==> src/rtl/rfl_pkg.sv <==
package rfl_pkg;

    localparam int WORD_W = 32;

    typedef enum logic [1:0] {
        LD_IDLE,
        LD_FIELDS,
        LD_STATE,
        LD_DISPATCH
    } ld_state_e;

    typedef struct packed {
        logic              en;
        logic [WORD_W-1:0] pc;
    } disp_ent_t;

    function automatic int unsigned reg_index(input int unsigned bank,
                                              input int unsigned off,
                                              input int unsigned regs);
        return bank * regs + off;
    endfunction

endpackage

==> src/rtl/rfl_dispatch_tbl.sv <==
module rfl_dispatch_tbl #(
    parameter int TYPE_W = 3
) (
    input  logic                      clk,
    input  logic                      rst,
    input  logic                      cfg_open,
    input  logic                      cfg_we,
    input  logic [TYPE_W-1:0]         cfg_sel,
    input  logic                      cfg_en,
    input  logic [rfl_pkg::WORD_W-1:0] cfg_pc,
    input  logic [TYPE_W-1:0]         lk_type,
    output logic [rfl_pkg::WORD_W-1:0] lk_pc
);
    localparam int NUM_TYPES = 1 << TYPE_W;

    rfl_pkg::disp_ent_t [NUM_TYPES-1:0] ent;

    always_ff @(posedge clk) begin
        if (rst) begin
            ent <= '0;
        end else if (cfg_we && cfg_open) begin
            ent[cfg_sel] <= '{en: cfg_en, pc: cfg_pc};
        end
    end

    always_comb begin
        if (ent[lk_type].en) lk_pc = ent[lk_type].pc;
        else                 lk_pc = ent[0].pc;
    end

    // a write outside the open window leaves every entry untouched
    p_cfg_locked_r9: assert property (@(posedge clk) disable iff (rst)
        (cfg_we && !cfg_open) |=> $stable(ent));

endmodule

==> src/rtl/rfl_handoff.sv <==
module rfl_handoff (
    input  logic clk,
    input  logic rst,
    input  logic cpu_idle,
    input  logic disp_fire,
    output logic pend,
    output logic may_dispatch
);
    logic idle_q;

    always_ff @(posedge clk) begin
        if (rst) begin
            idle_q <= 1'b1;
            pend   <= 1'b0;
        end else begin
            idle_q <= cpu_idle;
            if (disp_fire)                pend <= 1'b1;
            else if (idle_q && !cpu_idle) pend <= 1'b0;
        end
    end

    assign may_dispatch = cpu_idle && !pend;

    // a falling Idle takes up the outstanding dispatch
    p_pend_clear_r4: assert property (@(posedge clk) disable iff (rst)
        (pend && idle_q && !cpu_idle) |=> !pend);

endmodule

==> src/rtl/rfl_fill.sv <==
module rfl_fill #(
    parameter int BANK_REGS = 32,
    parameter int NUM_BANKS = 2,
    parameter int TYPE_W    = 3,
    parameter int DISP_REG  = 4
) (
    input  logic                       clk,
    input  logic                       rst,
    input  logic                       fld_valid,
    output logic                       fld_ready,
    input  logic [rfl_pkg::WORD_W-1:0] fld_data,
    input  logic                       fld_last,
    input  logic [TYPE_W-1:0]          fld_type,
    input  logic                       st_valid,
    output logic                       st_ready,
    input  logic [rfl_pkg::WORD_W-1:0] st_data,
    input  logic                       st_last,
    input  logic                       may_dispatch,
    input  logic [rfl_pkg::WORD_W-1:0] handler_pc,
    output logic [TYPE_W-1:0]          pkt_type,
    output logic                       loader_idle,
    output logic                       disp_fire,
    output logic                       rf_we,
    output logic [$clog2((NUM_BANKS+1)*BANK_REGS)-1:0] rf_addr,
    output logic [rfl_pkg::WORD_W-1:0] rf_wdata
);
    import rfl_pkg::*;

    localparam int RF_AW = $clog2((NUM_BANKS+1)*BANK_REGS);
    localparam int PTR_W = $clog2(BANK_REGS) + 1;
    localparam int BW    = (NUM_BANKS > 1) ? $clog2(NUM_BANKS) : 1;
    localparam logic [RF_AW-1:0] DISP_ADDR = RF_AW'(NUM_BANKS*BANK_REGS + DISP_REG);
    localparam logic [PTR_W-1:0] PTR_END   = PTR_W'(BANK_REGS);

    ld_state_e         st_q;
    logic [PTR_W-1:0]  ptr;
    logic [BW-1:0]     bank_q;
    logic              fld_acc, st_acc;

    assign fld_ready   = (st_q == LD_IDLE) || (st_q == LD_FIELDS);
    assign st_ready    = (st_q == LD_STATE);
    assign fld_acc     = fld_valid && fld_ready;
    assign st_acc      = st_valid && st_ready;
    assign loader_idle = (st_q == LD_IDLE);
    assign disp_fire   = (st_q == LD_DISPATCH) && may_dispatch;

    function automatic logic [RF_AW-1:0] word_addr(input logic [BW-1:0] b,
                                                   input logic [PTR_W-1:0] off);
        return RF_AW'(reg_index(int'(b), int'(off), BANK_REGS));
    endfunction

    always_ff @(posedge clk) begin
        if (rst) begin
            st_q     <= LD_IDLE;
            ptr      <= '0;
            bank_q   <= '0;
            pkt_type <= '0;
            rf_we    <= 1'b0;
            rf_addr  <= '0;
            rf_wdata <= '0;
        end else begin
            rf_we <= 1'b0;
            unique case (st_q)
                LD_IDLE: if (fld_acc) begin
                    pkt_type <= fld_type;
                    rf_we    <= 1'b1;
                    rf_addr  <= word_addr(bank_q, '0);
                    rf_wdata <= fld_data;
                    ptr      <= PTR_W'(1);
                    st_q     <= fld_last ? LD_STATE : LD_FIELDS;
                end
                LD_FIELDS: if (fld_acc) begin
                    if (ptr != PTR_END) begin
                        rf_we    <= 1'b1;
                        rf_addr  <= word_addr(bank_q, ptr);
                        rf_wdata <= fld_data;
                        ptr      <= ptr + PTR_W'(1);
                    end
                    if (fld_last) st_q <= LD_STATE;
                end
                LD_STATE: if (st_acc) begin
                    if (ptr != PTR_END) begin
                        rf_we    <= 1'b1;
                        rf_addr  <= word_addr(bank_q, ptr);
                        rf_wdata <= st_data;
                        ptr      <= ptr + PTR_W'(1);
                    end
                    if (st_last) st_q <= LD_DISPATCH;
                end
                LD_DISPATCH: if (may_dispatch) begin
                    rf_we    <= 1'b1;
                    rf_addr  <= DISP_ADDR;
                    rf_wdata <= handler_pc;
                    bank_q   <= (bank_q == BW'(NUM_BANKS-1)) ? '0 : bank_q + BW'(1);
                    st_q     <= LD_IDLE;
                end
                default: st_q <= LD_IDLE;
            endcase
        end
    end

    // a word arriving with the bank already full produces no write
    p_no_overflow_r3: assert property (@(posedge clk) disable iff (rst)
        ((fld_acc && st_q == LD_FIELDS) || st_acc) && ptr == PTR_END |=> !rf_we);

    // the two streams are never open at once
    p_ready_excl_r8: assert property (@(posedge clk) disable iff (rst)
        !(fld_ready && st_ready));

endmodule

==> src/rtl/rf_pkt_loader.sv <==
module rf_pkt_loader #(
    parameter int BANK_REGS = 32,
    parameter int NUM_BANKS = 2,
    parameter int TYPE_W    = 3,
    parameter int DISP_REG  = 4,
    parameter int RF_AW     = $clog2((NUM_BANKS+1)*BANK_REGS)
) (
    input  logic              clk,
    input  logic              rst,
    input  logic              fld_valid,
    output logic              fld_ready,
    input  logic [31:0]       fld_data,
    input  logic              fld_last,
    input  logic [TYPE_W-1:0] fld_type,
    input  logic              st_valid,
    output logic              st_ready,
    input  logic [31:0]       st_data,
    input  logic              st_last,
    output logic              rf_we,
    output logic [RF_AW-1:0]  rf_addr,
    output logic [31:0]       rf_wdata,
    input  logic              cpu_idle,
    output logic              pkt_avail,
    input  logic              cfg_we,
    input  logic [TYPE_W-1:0] cfg_sel,
    input  logic              cfg_en,
    input  logic [31:0]       cfg_pc
);
    localparam logic [RF_AW-1:0] DISP_ADDR = RF_AW'(NUM_BANKS*BANK_REGS + DISP_REG);

    logic              may_dispatch, disp_fire, loader_idle;
    logic [TYPE_W-1:0] pkt_type;
    logic [31:0]       handler_pc;

    rfl_dispatch_tbl #(.TYPE_W(TYPE_W)) u_tbl (
        .clk(clk), .rst(rst), .cfg_open(loader_idle), .cfg_we(cfg_we),
        .cfg_sel(cfg_sel), .cfg_en(cfg_en), .cfg_pc(cfg_pc),
        .lk_type(pkt_type), .lk_pc(handler_pc)
    );

    rfl_handoff u_handoff (
        .clk(clk), .rst(rst), .cpu_idle(cpu_idle), .disp_fire(disp_fire),
        .pend(pkt_avail), .may_dispatch(may_dispatch)
    );

    rfl_fill #(
        .BANK_REGS(BANK_REGS), .NUM_BANKS(NUM_BANKS),
        .TYPE_W(TYPE_W), .DISP_REG(DISP_REG)
    ) u_fill (
        .clk(clk), .rst(rst),
        .fld_valid(fld_valid), .fld_ready(fld_ready), .fld_data(fld_data),
        .fld_last(fld_last), .fld_type(fld_type),
        .st_valid(st_valid), .st_ready(st_ready), .st_data(st_data), .st_last(st_last),
        .may_dispatch(may_dispatch), .handler_pc(handler_pc),
        .pkt_type(pkt_type), .loader_idle(loader_idle), .disp_fire(disp_fire),
        .rf_we(rf_we), .rf_addr(rf_addr), .rf_wdata(rf_wdata)
    );

    // dispatch only onto a spinning processor with nothing outstanding
    p_disp_gated_r5: assert property (@(posedge clk) disable iff (rst)
        (rf_we && rf_addr == DISP_ADDR) |-> ($past(cpu_idle) && !$past(pkt_avail)));

    // the dispatch write raises the packet-available flag
    p_avail_on_disp_r4: assert property (@(posedge clk) disable iff (rst)
        (rf_we && rf_addr == DISP_ADDR) |-> pkt_avail);

    // no field word is taken between the last field word and dispatch
    p_hold_fields_r8: assert property (@(posedge clk) disable iff (rst)
        st_ready |-> !fld_ready);

endmodule

==> config.mk <==
export PLATFORM = sky130hd
export DESIGN_NAME = rf_pkt_loader
export DESIGN_NICKNAME = d
export VERILOG_FILES = /design/src/rtl/rfl_pkg.sv /design/src/rtl/rfl_dispatch_tbl.sv /design/src/rtl/rfl_handoff.sv /design/src/rtl/rfl_fill.sv /design/src/rtl/rf_pkt_loader.sv
export SDC_FILE = /design/constraint.sdc
export NUM_CORES = 1
export LEC_CHECK = 0
export BUFFER_PORTS_ARGS = -buffer_cell sky130_fd_sc_hd__buf_2
export CAP_MARGIN = 30
export CORE_UTILIZATION = 55
export CTS_CLUSTER_SIZE = 16
export DETAILED_ROUTE_END_ITERATION = 12
export PLACE_DENSITY_LB_ADDON = 0.08
export SLEW_MARGIN = 5
export SYNTH_ARGS = -nofsm -noshare
export SYNTH_HDL_FRONTEND = slang
export SYNTH_HIERARCHICAL = 1
export SYNTH_SLANG_ARGS = --single-unit
==> constraint.sdc <==
create_clock -name clk -period 2.4 [get_ports clk]
set_input_delay 0.36 -clock clk [delete_from_list [all_inputs] [get_ports clk]]
set_output_delay 0.36 -clock clk [all_outputs]
set_load 0.05 [all_outputs]
; ---- Word level (Yosys, flattened, before mapping)
; Cells that the tools add are included.
[classes]
add_sub_neg = 3
multipliers = 0
n_div = 0
magnitude_cmp = 3
eq_ne = 12
n_shift = 0
mux = 41
bitwise = 0
n_reduce_logical = 19
[ops]
columns = op, n
row1 = $bwmux 264, 1
row2 = $mux 32, 7
row3 = $pmux 32 s4, 1
row4 = $bmux 33 s3, 1
row5 = $demux 33 s3, 1
row6 = $mux 33, 2
row7 = $mux 7, 5
row8 = $pmux 7 s4, 1
row9 = $mux 6, 4
row10 = $pmux 6 s3, 1
row11 = $mux 2, 7
row12 = $reduce_and 6->1, 2
row13 = $ne 2x2->1 const B, 5
row14 = $lt 3x4->1 const B, 2
row15 = $mux 1, 8
row16 = $pmux 2 s4, 1
row17 = $reduce_and 4->1, 2
row18 = $add 6x6->7, 1
row19 = $logic_and 1x1->1, 7
row20 = $add 6x1->6 const B, 1
row21 = $ne 2x1->1 const B, 3
row22 = $ne 6x6->1 const B, 1
row23 = $eq 2x2->1 const B, 2
row24 = $pmux 1 s4, 1
row25 = 9 further kinds, 11
[word_totals]
reg_bits = 318
latch_bits = 0
ram_bits = 0
rom_bits = 0
in_bits = 111
output_inout_bits = 43
word_cells = 103
n_memories = 0

; ---- Logic depth before layout (Yosys ltp)
[depth]
ltp_word = 5
depth_mapped = 8
depth_no_buf = 6

; ---- Hierarchy
; The synthesis kept the hierarchy.
[modules_own_cells]
columns = module, instances, cells_per_inst, area_per_inst_um2, seq_area_each_um2
row1 = rfl_dispatch_tbl, 1, 1396, 12504.5, 5285.1
row2 = rfl_fill, 1, 323, 2663.8, 1041.0
row3 = rfl_handoff, 1, 7, 72.6, 40.0

; ---- Worst setup path before layout
; No wires, ideal clock.
[synth_path]
path_type = reg2reg
startpoint = reg u_fill.pkt_type[0]
endpoint = reg u_fill/rf_wdata[1] in the netlist's numbering
setup_time_ns = 0.133
arrival_ns = 2.025
path_slack_ns = 0.242
path_stages_with_launch = 8
path_buffers = 2
path_cell_list = dfxtp_1 -> buf_6 -> buf_8 -> mux4_1 -> mux2_2 -> mux2_4 -> a22oi_1 -> a311oi_1
[synth_between]
elab_chain_len = 5
[synth_rtl]
columns = element, line
row1 = start: declaration, rfl_fill.sv:20  ; output logic [TYPE_W-1:0] pkt_type,
row2 = start signal: assignment, rfl_fill.sv:65  ; pkt_type <= fld_type;
row3 = $bmux 33 s3, rfl_dispatch_tbl.sv:27  ; if (ent[lk_type].en) lk_pc = ent[lk_type].pc;
row4 = $mux 33 (not written as such), rfl_dispatch_tbl.sv:27
row5 = $mux 32, rfl_dispatch_tbl.sv:27
row6 = via handler_pc[1], rf_pkt_loader.sv:33  ; logic [31:0] handler_pc;
row7 = $mux 32, rfl_fill.sv:90  ; LD_DISPATCH: if (may_dispatch) begin
row8 = $pmux 32 s4, rfl_fill.sv:63  ; unique case (st_q)
row9 = end signal: assignment, rfl_fill.sv:68  ; rf_wdata <= fld_data;
row10 = end signal: assignment, rfl_fill.sv:76  ; rf_wdata <= fld_data;
row11 = end signal: assignment, rfl_fill.sv:93  ; rf_wdata <= handler_pc;
row12 = end: declaration, rfl_fill.sv:25  ; output logic [rfl_pkg::WORD_W-1:0] rf_wdata
; The timed path passes the listed nets, and every way through them passes these cells. The select of a mux whose other input is x is not followed.
; A chain may end at the register's enable or synchronous reset.

; ---- Final worst setup path
[layout_path]
startpoint = reg u_fill.st_q[1]
endpoint = out fld_ready
[layout_between]
elab_chain_len = 2
[layout_rtl]
columns = element, line
row1 = start: declaration, rfl_fill.sv:35  ; ld_state_e st_q;
row2 = start signal: assignment, rfl_fill.sv:70  ; st_q <= fld_last ? LD_STATE : LD_FIELDS;
row3 = $logic_not 2->1, -
row4 = via loader_idle, rf_pkt_loader.sv:31  ; logic may_dispatch, disp_fire, loader_idle;
row5 = $logic_or 1x1->1, rfl_fill.sv:40  ; assign fld_ready = (st_q == LD_IDLE) || (st_q == LD_FIELDS);
row6 = end: declaration, rf_pkt_loader.sv:11  ; output logic fld_ready,
; The timed path passes the listed nets, and every way through them passes these cells.

==> reports/summary.txt <==
status = complete, no violations
Initial Utilization = 56.2%
input/output buffers = 153
Routed WL = 48500 um
Mapped Area = 15200 um2
MaxCap Viol Count = 0
Worst path slowest cell = dfxtp_1
DR iter-0 viols = 1757
fin crit share = 95.5%
Final Hold Viols = 0
clk slew on worst S/H paths = 0.06 ns
Nets = 1859
Setup Fix Bufs, Post-CTS = 0
worst hold path type = in2reg
largest net degree at the start of global routing = 96
fraction of registers with async set/reset = 0%
area grow syn2layout = 14.9%
CP cell instances = inv_1 > ha_1 > buf_4 > or2_2 > buf_2
Distinct cells, synth = 49
yosys warns = 6
post-synthesis cell count = 1726
Post-synth EDFFs = 0
clock tree buffer depth = 3
P_leak = 6.02 nW
Wirelength per Cell = 22.7 um
I/O pin cnt = 154
crit path max fanout = 18
clock latency on the worst-skew pair = 0.52 ns
CTS Buf Count = 35
Critical Path End Type = primary output
dpl hpwl = 28800 um
layout cells sized above 1 = 22.6%
min Tclk post-route = 2.29 ns
Util after Layout = 64.6%
first-pass GRT wire length = 76100 um
DRC Markers = 0
Final setup viols = 0
GRT Resource Usage Total = 33.8%
sequential element share of the synthesized area = 41.8%
Via density = 6.62
row cnt = 60
vias in the first global route = 13200
max_slew headroom = 57.3%
critical path startpoint category = flip-flop
CP required = 2.04 ns
Tightest Pin Transition = 0.640 ns
placer's final routability congestion estimate = 0.839
skew final = 0.00968 ns
H-tree levels = 2
DRT antenna net count = 0
pwr/cell area = 925 nW/um2
total core area = 27100 um2
CTS tree = done
peak supply drop = 695 uV
die height = 168 um
total number of vias = 14200
Root Buffer = clkbuf_16
drt pass-1 iters = 6
unrepaired setup endpoints after global routing = no
FF-to-FF setup slack = 0.11 ns
Mapped Nets = 1845
max-slew violations = 0
setup TNS = 0 ns
grt ovf = 0
average size of a mapped cell = 8.83 um2
CP peak stage delay = 0.37 ns
fmax = 436 MHz
register bit total from synthesis = 318
Sink Count = 318
critical path class = reg2out
Worst EP arrival = 1.93 ns
die width = 168 um
die area = 28400 um2
main flop type after synthesis = dfxtp_1
initial antenna violation count = 6
what timing repair did:
| item | CTS | global route |
|---|---|---|
| hold buffers | 0 | 0 |
| endpoints found under the hold margin | 0 | 0 |
| endpoints found under the setup margin | 0 | 1 |
| gates resized for setup | 0 | 1 |
cell families (layout without fill, tap and decap cells):
| kind of cell | after synthesis | after routing | share of synthesized area (%) |
|---|---|---|---|
| other | 0 | 2 | 0 |
| buffers and inverters | 241 | 279 | 6.52 |
| AOI/OAI and AO/OA | 668 | 668 | 23.6 |
| adders and majority gates | 8 | 8 | 0.657 |
| muxes | 131 | 131 | 15.5 |
| DFF | 318 | 318 | 41.8 |
| xor gates and xnor gates | 1 | 1 | 0.0575 |
| and+or+nand+nor | 359 | 359 | 11.8 |
worst max-delay path: cells and delay by family (launching register included):
kind	cells	cell delay [ns]
simple gates	1	0.31
flops	1	0.37
fa+ha+maj	1	0.21
buf+inv	3	0.52
layout by cell type (no fill, tap or decap), drive strengths merged, types with 5 or more instances in the layout:
cell / synthesis / final
buf: 50 / 208
ha: 8 / 8
clkbuf: 181 / 54
nor2: 7 / 7
clkinv: 0 / 5
dfxtp: 318 / 318
a22oi: 32 / 32
inv: 10 / 11
mux4: 66 / 66
and2: 5 / 5
nand3: 273 / 273
o21ai: 277 / 277
nor2b: 5 / 5
nand2: 43 / 43
a21oi: 314 / 314
nand4: 5 / 5
mux2: 65 / 65
a311oi: 34 / 34
per-stage QoR:
stage	power [mW]	hold WS [ns]	cell area [um2]	worst slack [ns]	instances
6_report	16.2	0.0636	17500	0.108	2138
5_1_grt	16.8	0.0736	17500	0.00496	2137
4_1_cts	16.2	0.0563	17500	0.0438	2136
3_5_place_dp	11.1	0.422	16400	0.136	2075
3_3_place_gp	11.0	0.410	16400	0.168	2075
2_1_floorplan	9.45	0.397	15200	0.242	1726
cells in the mapped netlist, drive strengths merged (3+ instances only):
library cell	instances	share of area, %
nor2b	5	0.21
or4	4	0.20
nand2	43	1.1
a311oi	34	2.0
inv	10	0.25
dfxtp	318	42
or3	3	0.12
clkbuf	181	4.5
buf	50	1.8
nand4	5	0.21
ha	8	0.66
and2	5	0.21
mux2	65	5.5
a22oi	32	1.6
o21ai	277	9.1
nor2	7	0.17
nand3	273	9.0
or2	3	0.12
a21oi	314	10
mux4	66	10
power by group:
group / internal (mW) / total, mW / switching (mW)
sequential: 5.76 / 6.14 / 0.377
clock: 2.99 / 5.16 / 2.18
combinational: 1.49 / 4.91 / 3.42
total: 10.2 / 16.2 / 5.97
sequential cells by signal (all words and copies together), names as in the netlist:
name,cells
u_fill/rf_wdata,32
u_handoff/pend,1
u_handoff/idle_q,1
u_fill/bank_q,1
u_fill/rf_addr,7
u_fill/st_q,2
u_fill/pkt_type,3
u_tbl/ent,264
u_fill/ptr,6
u_fill/rf_we,1
cell type report:
type	instances	area, um2
Multi-Input combinational cell	1167	7940
Fill cell	2255	9580
Tap cell	372	465
Antenna cell	2	5.00
Timing Repair Buffer	208	1600
Clock buffer	54	1040
Sequential cell	318	6380
Clock inverter	7	52.6
Inverter	10	37.5
path summary, 6_finish.rpt:
| path | from | to | cells after the start |
|---|---|---|---|
| max reg2reg | u_fill/pkt_type[0] | u_fill/rf_wdata[10] | 6 |
| max | u_fill/st_q[1] | fld_ready | 5 |
| min | cpu_idle | u_handoff/idle_q | 2 |
| min reg2reg | u_handoff/idle_q | u_handoff/pend | 1 |
routing by layer:
layer,share of wire [%],global-route usage [%],routed length [um]
met3,12,8.98,5790
met5,0.11,0,55
met2,44,50.4,21300
met1,42,48.7,20500
met4,1.7,8.50,840
Note: power is estimated with default switching activity, not from simulation.
